[src/rtl/cam_chain_pkg.sv]
package cam_chain_pkg;

  typedef enum logic [2:0] {
    CYC_BCAST   = 3'd0,
    CYC_HIT     = 3'd1,
    CYC_FREE    = 3'd2,
    CYC_READ    = 3'd3,
    CYC_FREE_RD = 3'd4
  } cyc_kind_e;

  typedef struct packed {
    logic match;
    logic full;
  } stat_flags_t;

endpackage

[src/rtl/chain_id_regs.sv]
module chain_id_regs #(
  parameter int PAGE_W = 16
) (
  input  logic              clk,
  input  logic              rst_n,
  input  logic              page_we,
  input  logic [PAGE_W-1:0] page_wd,
  input  logic              dsel_we,
  input  logic [PAGE_W-1:0] dsel_wd,
  output logic [PAGE_W-1:0] page_q,
  output logic              selected
);

  localparam logic [PAGE_W-1:0] BCAST_ID = '1;

  logic [PAGE_W-1:0] page_d;
  logic [PAGE_W-1:0] dsel_q;
  logic [PAGE_W-1:0] dsel_d;

  always_comb begin
    page_d = page_q;
    dsel_d = dsel_q;
    if (page_we) page_d = page_wd;
    if (dsel_we) dsel_d = dsel_wd;
  end

  always_ff @(posedge clk or negedge rst_n) begin
    if (!rst_n) begin
      page_q <= '0;
      dsel_q <= BCAST_ID;
    end else begin
      page_q <= page_d;
      dsel_q <= dsel_d;
    end
  end

  always_comb begin
    selected = (dsel_q == page_q) || (dsel_q == BCAST_ID);
  end


  page_load_chk: assert property (@(posedge clk) disable iff (!rst_n)
    page_we |=> (page_q == $past(page_wd)));


  dsel_load_chk: assert property (@(posedge clk) disable iff (!rst_n)
    (dsel_we && (dsel_wd == BCAST_ID)) |=> selected);

endmodule

[src/rtl/chain_flag_stage.sv]
module chain_flag_stage
  import cam_chain_pkg::*;
#(
  parameter int ADDR_W = 10
) (
  input  logic              clk,
  input  logic              rst_n,
  input  logic              cmp_load,
  input  logic              loc_match,
  input  logic              loc_full,
  input  logic [ADDR_W-1:0] loc_addr,
  input  logic              match_in_n,
  input  logic              full_in_n,
  output logic              match_out_n,
  output logic              full_out_n,
  output logic              hit_own,
  output logic              free_own,
  output logic              stat_match,
  output logic [ADDR_W-1:0] stat_addr
);

  stat_flags_t       flags_q;
  stat_flags_t       flags_d;
  logic [ADDR_W-1:0] addr_d;
  logic              up_match;
  logic              up_all_full;

  always_comb begin
    flags_d = flags_q;
    addr_d  = stat_addr;
    if (cmp_load) begin
      flags_d.match = loc_match;
      flags_d.full  = loc_full;
      addr_d        = loc_addr;
    end
  end

  always_ff @(posedge clk or negedge rst_n) begin
    if (!rst_n) begin
      flags_q   <= '0;
      stat_addr <= '0;
    end else begin
      flags_q   <= flags_d;
      stat_addr <= addr_d;
    end
  end

  always_comb begin
    up_match    = ~match_in_n;
    up_all_full = ~full_in_n;
    match_out_n = ~(up_match | flags_q.match);
    full_out_n  = ~(up_all_full & flags_q.full);
    hit_own     = flags_q.match & ~up_match;
    free_own    = up_all_full & ~flags_q.full;
    stat_match  = flags_q.match;
  end


  stat_hold_chk: assert property (@(posedge clk) disable iff (!rst_n)
    !cmp_load |=> ($stable(flags_q) && $stable(stat_addr)));


  hit_chain_chk: assert property (@(posedge clk) disable iff (!rst_n)
    hit_own |-> (!match_out_n && match_in_n));


  free_chain_chk: assert property (@(posedge clk) disable iff (!rst_n)
    free_own |-> (full_out_n && !full_in_n));

endmodule

[src/rtl/chain_resp_gate.sv]
module chain_resp_gate
  import cam_chain_pkg::*;
(
  input  logic       clk,
  input  logic       rst_n,
  input  logic       cyc_valid,
  input  logic [2:0] cyc_kind,
  input  logic       selected,
  input  logic       hit_own,
  input  logic       free_own,
  input  logic       stat_match,
  output logic       resp
);

  cyc_kind_e kind;
  logic      allow;

  always_comb begin
    kind = cyc_kind_e'(cyc_kind);
    case (kind)
      CYC_BCAST:   allow = 1'b1;
      CYC_HIT:     allow = hit_own;
      CYC_FREE:    allow = free_own;
      CYC_READ:    allow = stat_match;
      CYC_FREE_RD: allow = 1'b1;
      default:     allow = 1'b0;
    endcase
    resp = cyc_valid & selected & allow;
  end


  hit_resp_chk: assert property (@(posedge clk) disable iff (!rst_n)
    (resp && (cyc_kind == 3'd1)) |-> hit_own);


  free_resp_chk: assert property (@(posedge clk) disable iff (!rst_n)
    (resp && (cyc_kind == 3'd2)) |-> free_own);


  idle_quiet_chk: assert property (@(posedge clk) disable iff (!rst_n)
    (!cyc_valid || (cyc_kind > 3'd4)) |-> !resp);

endmodule

[src/rtl/cam_chain_ctrl.sv]
module cam_chain_ctrl #(
  parameter int PAGE_W = 16,
  parameter int ADDR_W = 10
) (
  input  logic                     clk,
  input  logic                     rst_n,
  input  logic                     page_we,
  input  logic [PAGE_W-1:0]        page_wd,
  input  logic                     dsel_we,
  input  logic [PAGE_W-1:0]        dsel_wd,
  input  logic                     cmp_load,
  input  logic                     loc_match,
  input  logic                     loc_full,
  input  logic [ADDR_W-1:0]        loc_addr,
  input  logic                     match_in_n,
  input  logic                     full_in_n,
  output logic                     match_out_n,
  output logic                     full_out_n,
  output logic                     hit_own,
  output logic                     free_own,
  output logic [PAGE_W+ADDR_W-1:0] hit_addr,
  input  logic                     cyc_valid,
  input  logic [2:0]               cyc_kind,
  output logic                     resp
);

  localparam int SYS_W = PAGE_W + ADDR_W;

  logic [1:0]        rst_sync_q;
  logic              rst_i_n;
  logic [PAGE_W-1:0] page_q;
  logic              selected;
  logic              stat_match;
  logic [ADDR_W-1:0] stat_addr;

  always_ff @(posedge clk or negedge rst_n) begin
    if (!rst_n) rst_sync_q <= 2'b00;
    else        rst_sync_q <= {rst_sync_q[0], 1'b1};
  end

  always_comb rst_i_n = rst_sync_q[1];

  chain_id_regs #(.PAGE_W(PAGE_W)) u_id (
    .clk      (clk),
    .rst_n    (rst_i_n),
    .page_we  (page_we),
    .page_wd  (page_wd),
    .dsel_we  (dsel_we),
    .dsel_wd  (dsel_wd),
    .page_q   (page_q),
    .selected (selected)
  );

  chain_flag_stage #(.ADDR_W(ADDR_W)) u_flag (
    .clk         (clk),
    .rst_n       (rst_i_n),
    .cmp_load    (cmp_load),
    .loc_match   (loc_match),
    .loc_full    (loc_full),
    .loc_addr    (loc_addr),
    .match_in_n  (match_in_n),
    .full_in_n   (full_in_n),
    .match_out_n (match_out_n),
    .full_out_n  (full_out_n),
    .hit_own     (hit_own),
    .free_own    (free_own),
    .stat_match  (stat_match),
    .stat_addr   (stat_addr)
  );

  chain_resp_gate u_gate (
    .clk        (clk),
    .rst_n      (rst_i_n),
    .cyc_valid  (cyc_valid),
    .cyc_kind   (cyc_kind),
    .selected   (selected),
    .hit_own    (hit_own),
    .free_own   (free_own),
    .stat_match (stat_match),
    .resp       (resp)
  );

  always_comb begin
    hit_addr = '0;
    if (hit_own) hit_addr = {page_q, stat_addr};
  end


  addr_quiet_chk: assert property (@(posedge clk) disable iff (!rst_i_n)
    !hit_own |-> (hit_addr == {SYS_W{1'b0}}));

endmodule

[config.mk]
export PLATFORM = sky130hd
export DESIGN_NAME = cam_chain_ctrl
export DESIGN_NICKNAME = d
export VERILOG_FILES = /design/src/rtl/cam_chain_pkg.sv /design/src/rtl/chain_id_regs.sv /design/src/rtl/chain_flag_stage.sv /design/src/rtl/chain_resp_gate.sv /design/src/rtl/cam_chain_ctrl.sv
export SDC_FILE = /design/constraint.sdc
export NUM_CORES = 1
export LEC_CHECK = 0
export BUFFER_PORTS_ARGS = -buffer_cell sky130_fd_sc_hd__buf_2
export CELL_PAD_IN_SITES_DETAIL_PLACEMENT = 0
export CELL_PAD_IN_SITES_GLOBAL_PLACEMENT = 1
export CORE_ASPECT_RATIO = 1.4
export CORE_MARGIN = 2
export CORE_UTILIZATION = 35
export DETAILED_ROUTE_END_ITERATION = 16
export PLACE_DENSITY = 0.83
export SYNTH_ARGS = -nofsm -noshare
export SYNTH_HDL_FRONTEND = slang
export SYNTH_SLANG_ARGS = --single-unit
[constraint.sdc]
create_clock -name clk -period 2.2 [get_ports clk]
set_input_delay 0.44 -clock clk [delete_from_list [all_inputs] [get_ports clk]]
set_output_delay 0.44 -clock clk [all_outputs]
set_load 0.01 [all_outputs]
==> qor.txt <==
first-pass GRT wire length = 7.85 mm
area grow syn2layout = 29.8%
Routed WL per cell = 15.0 microns
final setup fails = 0
Final Critical Period = 2.17 ns
DP HPWL = 3.71 mm
global route total overflow = 0
vias in the first global route = 1642
Post-route DRC = 0
dpl ws = 0.360 ns
diode count = 0
fill count = 583
synth top area cells = dfrtp_1, mux2_2, dfstp_2, and3_1, xnor2_1
Reg-to-Reg Start = rst_sync_q[1]
crit path kind = reg -> out
post-synth top area share = 35.0%
via count = 1593
row cnt = 33
Max Cap Viol = 0
Worst VDD drop = 281 uV
Leak Pwr = 1.38 nW
overall power = 1.90 mW
TritonCTS Sinks = 46
Hold Fails Final Rpt = 0
Worst-path clk slew = 0.08 ns
layout cells sized above 1 = 65.1%
met1 usage = 17.2%
Cell Area, Synth = 0.00215 sq mm
met2 global-route usage = 26.1%
Synth area leader = dfrtp_1
Total GRT Usage = 15.0%
routed wire length = 4.82 mm
worst min path class = reg -> reg
Max Fclk = 462 MHz
flop2flop setup slack = 1.13 ns
worst setup margin = 0.0339 ns
crit-path cells = xnor2_2, nand4_1, nor4_1, o211a_1, buf_2
iteration-0 DRC count of the detailed router = 42
Nets = 306
Die ar. = 0.00679 sq mm
Initial Util = 36.4%
Final Slew Violations = 0
IO buf count = 85
outcome = finished clean
CP max stage delay = 0.57 ns
die height = 96.7 microns
Fin Clk Skew = 0.00517 ns
RSZ-0062 raised after global routing = yes
antenna violations before repair = 0
GRT busiest layer = met2
core area = 0.00590 sq mm
Critical Path End Type = output port
clock root cell = clkbuf_8
Die X-Extent = 70.2 microns
largest net degree at the start of global routing = 43
H-tree levels = 2
CTS max path bufs = 2
syn_area_per_cell = 13.2 sq um
Final ANT Viol Nets = 0
CP arrival = 1.73 ns
Final Wtd Congestion = 0.729
startpoint types = flop
Syn Nets = 218
Final period util = 98.5%
worst slew pin tran = 0.895 ns
crit-path max FO = 3
sequential share of the synthesized area = 54.5%
Mapped Cells = 163
min-delay src = rst_sync_q[0]
met3 usage = 3.54%
CTS tree = done
DR pass1 iterations = 4
PwrDens = 682 mW/mm^2
Via-to-Cell Ratio = 4.95
number of buffers created by CTS = 5
Seq cells post-synth = 46
crit path from = u_id.dsel_q[4]
worst rel slew slack = 40.3%
Synth cell types = 20
# IOs = 86
synth warn = 0
later-pin clock latency in the skew report = 0.30 ns
Req. time, crit path = 1.76 ns
Slowest-stage cell, CP = dfstp_2
## report_power, final
group	switching, mW	internal [mW]	total, mW
logic	0.135	0.209	0.343
clock network	0.262	0.256	0.519
registers	0.0862	0.952	1.04
## flip-flops by register name, indices dropped and copies added, names as in the netlist
| signal | flops |
|---|---|
| u_flag.stat_match | 1 |
| u_id.dsel_q | 16 |
| u_id.page_q | 16 |
| u_flag.flags_q | 1 |
| rst_sync_q | 2 |
| u_flag.stat_addr | 10 |
## kinds of logic after synthesis
group / Yosys count / share of synthesized area (%)
AO/OA/AOI/OAI: 3 / 0.991
buffers and inverters: 11 / 2.33
multiplexers: 45 / 23.6
other: 1 / 0.175
XOR/XNOR: 16 / 6.53
flip-flops: 46 / 54.5
AND/OR/NAND/NOR: 41 / 11.8
## path summary, 6_finish.rpt
kind / depth (start not counted) / to
hold / removal: 0 / rst_sync_q[1]
hold reg to reg: 0 / rst_sync_q[1]
setup / recovery: 5 / resp
setup reg to reg: 1 / u_id.dsel_q[0]
min in group asynchronous: 0 / u_id.page_q[9]
max in group asynchronous: 1 / u_id.dsel_q[0]
## timing repair
action | CTS | global route
gates resized for setup | 0 | 4
setup buffers | 0 | 2
endpoints found under the hold margin | 2 | 0
endpoints found under the setup margin | 0 | 1
hold buffers | 1 | 0
## metrics by stage
stage / std cells / hold slack, ns / utilization, % / cell area [sq um] / setup TNS [ns]
CTS: 320 / 0.357 / 46.4 / 2740 / 0
detailed placement: 311 / 0.226 / 44.7 / 2640 / 0
global placement: 311 / 0.226 / 44.7 / 2640 / 0
global route: 322 / 0.354 / 47.2 / 2790 / -0.0409
floorplan: 163 / 0.144 / - / 2150 / 0
finish: 322 / 0.358 / 47.2 / 2790 / 0
## metal layers
layer,part of all wire (%),up-vias
li1,-,760
met1,41,774
met2,52,54
met3,4.9,5
met4,1.8,0
met5,0,-
## layout make-up
type | instances | area [sq um] | share of cell area, %
multi-input combinational | 106 | 956 | 34.3
timing repair buffer | 92 | 480 | 17.2
clock buffer | 8 | 90.1 | 3.23
tap | 70 | 87.6 | 3.14
sequential | 46 | 1170 | 42.1
## cells in the mapped netlist
master / number
o22ai_1: 1
nor4_1: 2
clkbuf_1: 6
o211a_1: 1
dfrtp_1: 30
dfstp_2: 16
conb_1: 1
mux2_2: 45
nand2b_1: 1
and3_1: 25
nand4_1: 8
xnor2_1: 16
and2_1: 1
nor2b_1: 1
and3_2: 1
nor3_1: 1
nor2_1: 1
buf_2: 4
a21oi_1: 1
buf_4: 1
## critical path, delay by kind of cell, from the launching register on
kind / cells / cell delay (ns)
flip-flops: 1 / 0.57
AND/OR/NAND/NOR: 2 / 0.41
AO/OA/AOI/OAI: 1 / 0.21
XOR/XNOR: 1 / 0.13
buffers and inverters: 1 / 0.12
## cell usage in the layout (no fill, tap or decap), types with 2 or more instances in the layout
master    count
buf_2        85
dfrtp_1      29
and3_1       25
clkbuf_1      2
clkbuf_8      6
nand4_1       8
xnor2_1      12
dfstp_2      16
nor4_1        2
xnor2_2       4
mux2_2       45
buf_4         6
Note: power is estimated with default switching activity, not from simulation.
